===== src/rtl/ref_switchover_ctrl.sv =====
module ref_switchover_ctrl (
  input  logic       clk,
  input  logic       rst,
  input  logic       pri_los,
  input  logic       sec_los,
  input  logic       pll_locked,
  input  logic [1:0] mode_cfg,
  input  logic       manual_sel,
  input  logic       hw_auto_en,
  input  logic       hw_hold_policy,
  output logic       active_ref,
  output logic       holdover,
  output logic [1:0] op_mode,
  output logic [3:0] alarm
);
  localparam logic [1:0] MODE_HOLD = 2'b01;
  localparam logic [1:0] MODE_FREE = 2'b10;

  logic sel_q, hold_q, free_q, pri_q, sec_q, unlk_q;
  logic sel_d, hold_d;

  wire cur_los = sel_q ? sec_los : pri_los;
  wire oth_los = sel_q ? pri_los : sec_los;
  wire tgt_sel = hw_auto_en ? sel_q : manual_sel;
  wire tgt_los = tgt_sel ? sec_los : pri_los;

  always_comb begin
    sel_d  = tgt_sel;
    hold_d = hold_q;
    if (mode_cfg == MODE_FREE) begin
      hold_d = 1'b0;
    end else if (mode_cfg == MODE_HOLD) begin
      hold_d = 1'b1;
    end else if (hold_q) begin
      hold_d = tgt_los;
    end else if (hw_auto_en && cur_los) begin
      if (hw_hold_policy || oth_los) hold_d = 1'b1;
      else                           sel_d  = ~sel_q;
    end
  end

  always_ff @(posedge clk) begin
    if (rst) begin
      sel_q  <= 1'b0;
      hold_q <= 1'b0;
      free_q <= 1'b0;
      pri_q  <= 1'b0;
      sec_q  <= 1'b0;
      unlk_q <= 1'b0;
    end else begin
      sel_q  <= sel_d;
      hold_q <= hold_d;
      free_q <= (mode_cfg == MODE_FREE);
      pri_q  <= pri_los;
      sec_q  <= sec_los;
      unlk_q <= ~pll_locked;
    end
  end

  assign active_ref = sel_q;
  assign holdover   = hold_q;
  assign op_mode    = free_q ? MODE_FREE : (hold_q ? MODE_HOLD : 2'b00);
  assign alarm      = {pri_q, sec_q, hold_q, unlk_q};
endmodule



===== config.mk =====
export PLATFORM = sky130hd
export DESIGN_NAME = ref_switchover_ctrl
export DESIGN_NICKNAME = d
export VERILOG_FILES = /design/src/rtl/ref_switchover_ctrl.sv
export SDC_FILE = /design/constraint.sdc
export NUM_CORES = 1
export LEC_CHECK = 0
export ABC_CLOCK_PERIOD_IN_PS = 2500
export BUFFER_PORTS_ARGS = -buffer_cell sky130_fd_sc_hd__buf_4
export CORE_AREA = 2 2 39 41
export CTS_CLUSTER_SIZE = 28
export DETAILED_ROUTE_END_ITERATION = 7
export DIE_AREA = 0 0 41 43
export HOLD_SLACK_MARGIN = 0.06
export PLACE_DENSITY_LB_ADDON = 0.3
export SLEW_MARGIN = 10
export SYNTH_ARGS = -nofsm -noshare
export SYNTH_HDL_FRONTEND = slang
export SYNTH_SLANG_ARGS = --single-unit

===== constraint.sdc =====
create_clock -name clk -period 2.5 [get_ports clk]
set_input_delay 0.625 -clock clk [delete_from_list [all_inputs] [get_ports clk]]
set_output_delay 0.625 -clock clk [all_outputs]
set_load 0.1 [all_outputs]

==> run_summary.xml <==
<?xml version="1.0" encoding="UTF-8"?>
<metrics>
  <group name="worst_setup_path">
    <metric name="setup.worst_path.end" unit="">op_mode[0]</metric>
    <metric name="regToRegSetupSlack" unit="ns">1.13</metric>
    <metric name="crit_path_max_fanout" unit="">5</metric>
    <metric name="critPathRequiredTime" unit="ns">1.88</metric>
    <metric name="cp_data_arrival_time" unit="ns">1.10</metric>
    <metric name="worstReg2RegStart" unit="">active_ref</metric>
    <metric name="startpoint" unit="">holdover</metric>
    <metric name="timing.reg2reg.worst_path_depth" unit="">4</metric>
    <metric name="kind_of_start_point_of_the_critical_path" unit="">flip-flop</metric>
    <metric name="crit_path_end_kind" unit="">primary output</metric>
    <metric name="critical_path_class" unit="">reg -&gt; out</metric>
    <metric name="r2r_end" unit="">holdover</metric>
  </group>
  <group name="floorplanning">
    <metric name="floorplan.initialDensity" unit="%">22.1</metric>
    <metric name="placeableCoreArea" unit="sq mm">0.00138</metric>
    <metric name="rows" unit="">14</metric>
    <metric name="die_x" unit="um">41</metric>
    <metric name="die_y" unit="um">43</metric>
    <metric name="die_footprint" unit="sq mm">0.00176</metric>
    <metric name="io_pins" unit="">18</metric>
  </group>
  <group name="yosys">
    <metric name="syn_avg_cell_area" unit="sq um">9.85</metric>
    <metric name="synth_area_leaders" unit="">dfxtp_1, buf_4, nor2b_1</metric>
    <metric name="syn-num-nets" unit="">41</metric>
    <metric name="synth.area.mux_share" unit="%">15.2</metric>
    <metric name="synthCells" unit="">31</metric>
    <metric name="synth_compound_gate_area_share" unit="%">6.15</metric>
    <metric name="post-synth-top-area-cell" unit="">dfxtp_1</metric>
    <metric name="synth-xor-area-share" unit="%">2.87</metric>
    <metric name="post_synth_num_cell_types" unit="">14</metric>
    <metric name="synth_top_family_by_area" unit="">simple AND/OR/NAND/NOR gates</metric>
    <metric name="ys_async_sr_fraction" unit="%">0</metric>
    <metric name="yosys_warnings" unit="">0</metric>
    <metric name="post_synth_and_or_nand_nor_area_fraction" unit="%">23.0</metric>
    <metric name="synth-edff-count" unit="">0</metric>
    <metric name="synthFlopType" unit="">dfxtp_1</metric>
    <metric name="ys_seq_elements" unit="">6</metric>
    <metric name="synth_seq_area_share" unit="%">39.3</metric>
    <metric name="most_frequent_cell_after_synthesis" unit="">dfxtp_1</metric>
    <metric name="synthDominantCellAreaShare" unit="%">39.3</metric>
    <metric name="share_of_synthesized_cell_area_in_full_adder_half_adder_and_majority_cells" unit="%">0</metric>
    <metric name="synth_common_cells" unit="">dfxtp_1, buf_4, nor2_1, nor2b_1</metric>
    <metric name="netlist_area" unit="sq um">305</metric>
  </group>
  <group name="hold_path">
    <metric name="holdCritStartpoint" unit="">pll_locked</metric>
    <metric name="depth_of_the_worst_hold_timing_path" unit="">2</metric>
    <metric name="min-delay-path-class" unit="">in -&gt; reg</metric>
  </group>
  <group name="cts">
    <metric name="post-cts-setup-buffers" unit="">0</metric>
    <metric name="tritoncts_clock_tree" unit="">yes</metric>
    <metric name="clk_pin_slew_worst_paths" unit="ns">0.04</metric>
    <metric name="cts.hold.buffers_added" unit="">0</metric>
    <metric name="clock-sinks" unit="">6</metric>
    <metric name="numCtsBuffers" unit="">3</metric>
    <metric name="cts_buffer_depth" unit="">2</metric>
    <metric name="cts_resized" unit="">0</metric>
    <metric name="clock_tree.root_cell" unit="">clkbuf_4</metric>
    <metric name="clkLatencyLatePin" unit="ns">0.23</metric>
    <metric name="htree_num_levels" unit="">1</metric>
  </group>
  <group name="timing">
    <metric name="unrepaired_setup_endpoints_after_global_routing" unit="">false</metric>
    <metric name="worst_max_slew_pin_slew" unit="ns">0.283</metric>
    <metric name="timing_hold_violations_final" unit="">0</metric>
    <metric name="report.final.slew_viol_count" unit="">0</metric>
    <metric name="layout_worst_path_cycle_share" unit="%">69.1</metric>
    <metric name="finalSetupViolCount" unit="">0</metric>
    <metric name="final.min_clock_period" unit="ns">1.73</metric>
    <metric name="tns" unit="ns">0</metric>
    <metric name="fmax" unit="MHz">579</metric>
    <metric name="timing.hold.ws" unit="ns">0.541</metric>
    <metric name="timing.max_slew.rel_slack" unit="%">81.1</metric>
    <metric name="worst_clock_skew" unit="ns">0.0000425</metric>
  </group>
  <group name="global_routing">
    <metric name="first_global_vias" unit="">249</metric>
    <metric name="grt-ovfl-total" unit="">0</metric>
    <metric name="globalRouteTotalUtil" unit="%">8.54</metric>
    <metric name="grt_start_max_net_pins" unit="">8</metric>
    <metric name="global_route_wire_length_before_repair" unit="um">986</metric>
    <metric name="number_of_antenna_violations_at_the_first_check_in_global_routing" unit="">0</metric>
  </group>
  <group name="final_layout">
    <metric name="antenna_cells" unit="">0</metric>
    <metric name="areaGrowthSynthToFinish" unit="%">45.9</metric>
    <metric name="layout.nets" unit="">58</metric>
    <metric name="drive_gt1_share" unit="%">50.0</metric>
  </group>
  <group name="placed_design">
    <metric name="placement.io_buffers" unit="">17</metric>
    <metric name="place_hpwl" unit="um">457</metric>
    <metric name="globalplace.congestion" unit="">0.740</metric>
  </group>
  <group name="run_status">
    <metric name="result_of_the_run" unit="">complete, no violations</metric>
  </group>
  <group name="pwr">
    <metric name="power-per-cell-area" unit="mW/mm^2">666</metric>
    <metric name="vdd_ir_drop_max" unit="mV">0.156</metric>
    <metric name="total_leakage_power" unit="nW">0.211</metric>
  </group>
  <group name="routing">
    <metric name="via_density" unit="">4.10</metric>
    <metric name="drt_iter0_drc" unit="">8</metric>
    <metric name="route.vias.total" unit="">254</metric>
    <metric name="route.detailed.wl_per_inst" unit="um">9.16</metric>
    <metric name="finalWirelength" unit="um">568</metric>
    <metric name="ant_nets" unit="">0</metric>
    <metric name="drc" unit="">0</metric>
    <metric name="detail_route.first_pass.iterations" unit="">4</metric>
  </group>
  <group name="job">
    <metric name="max-cap-violations" unit="">0</metric>
  </group>
</metrics>
[state kept, by name, summed over array words and instances, names as in the netlist]
name        count
active_ref      1
free_q          1
holdover        1
pri_q           1
sec_q           1
unlk_q          1
[kinds of logic (layout without fill, tap and decap cells)]
family | Yosys count | count (layout)
buf+inv | 6 | 21
simple gates | 12 | 12
mux | 4 | 4
compound gates | 2 | 2
flops | 6 | 6
xor+xnor | 1 | 1
[placed cells by master, fill, tap and decap left out, drive strengths merged]
cell	synthesis	layout
nor2b	4	4
nand3b	1	1
nor3b	1	1
buf	5	17
xnor2	1	1
nor3	2	2
mux2	2	2
dfxtp	6	6
a211o	1	1
a222oi	1	1
inv	1	1
nor2	4	4
clkbuf	0	3
mux2i	2	2
[layer usage]
| layer | vias to the layer above | global-route usage (%) | share of wire [%] |
|---|---|---|---|
| li1 | 133 | - | - |
| met4 | 0 | 6.00 | 0 |
| met5 | - | 0 | 0 |
| met1 | 116 | 9.35 | 38 |
| met2 | 5 | 12.8 | 57 |
| met3 | 0 | 3.14 | 4.4 |
[power by group]
part           leakage (nW)  internal (W)  switching, W  total (W)
Clock                0.0138     0.0000539     0.0000297  0.0000836
Combinational         0.147     0.0000321     0.0000737   0.000106
Sequential           0.0497      0.000102    0.00000524   0.000107
Total                 0.211      0.000188      0.000109   0.000296
[worst max-delay path: stages, from the launching register on]
cell,delay [ns]
dfxtp_1,0.41
nor2b_4,0.17
buf_4,0.28
[worst min-delay path by stage]
stage / end / slack, ns
6_report: unlk_q / 0.54
5_1_grt: unlk_q / 0.55
4_1_cts: unlk_q / 0.53
3_5_place_dp: active_ref / 0.63
3_3_place_gp: active_ref / 0.62
2_1_floorplan: unlk_q / 0.69
[per-stage QoR]
stage | power (W) | util [%] | instance area (sq um) | setup WS [ns] | instances
CTS | 0.000302 | 32.2 | 445 | 0.757 | 62
global route | 0.000312 | 32.2 | 445 | 0.731 | 62
global placement | 0.000215 | 30.6 | 423 | 0.781 | 59
finish | 0.000296 | 32.2 | 445 | 0.774 | 62
floorplan | 0.000192 | - | 313 | 0.193 | 31
detailed placement | 0.000215 | 30.6 | 423 | 0.759 | 59
[area by class of cell]
cell class / count / area [sq um]
tap: 16 / 20.0
timing repair buffer: 17 / 128
clock buffer: 3 / 22.5
fill: 137 / 938
inverter: 1 / 3.75
sequential: 6 / 120
multi-input combinational: 19 / 151
No activity file was read; power rests on OpenSTA's default activity.
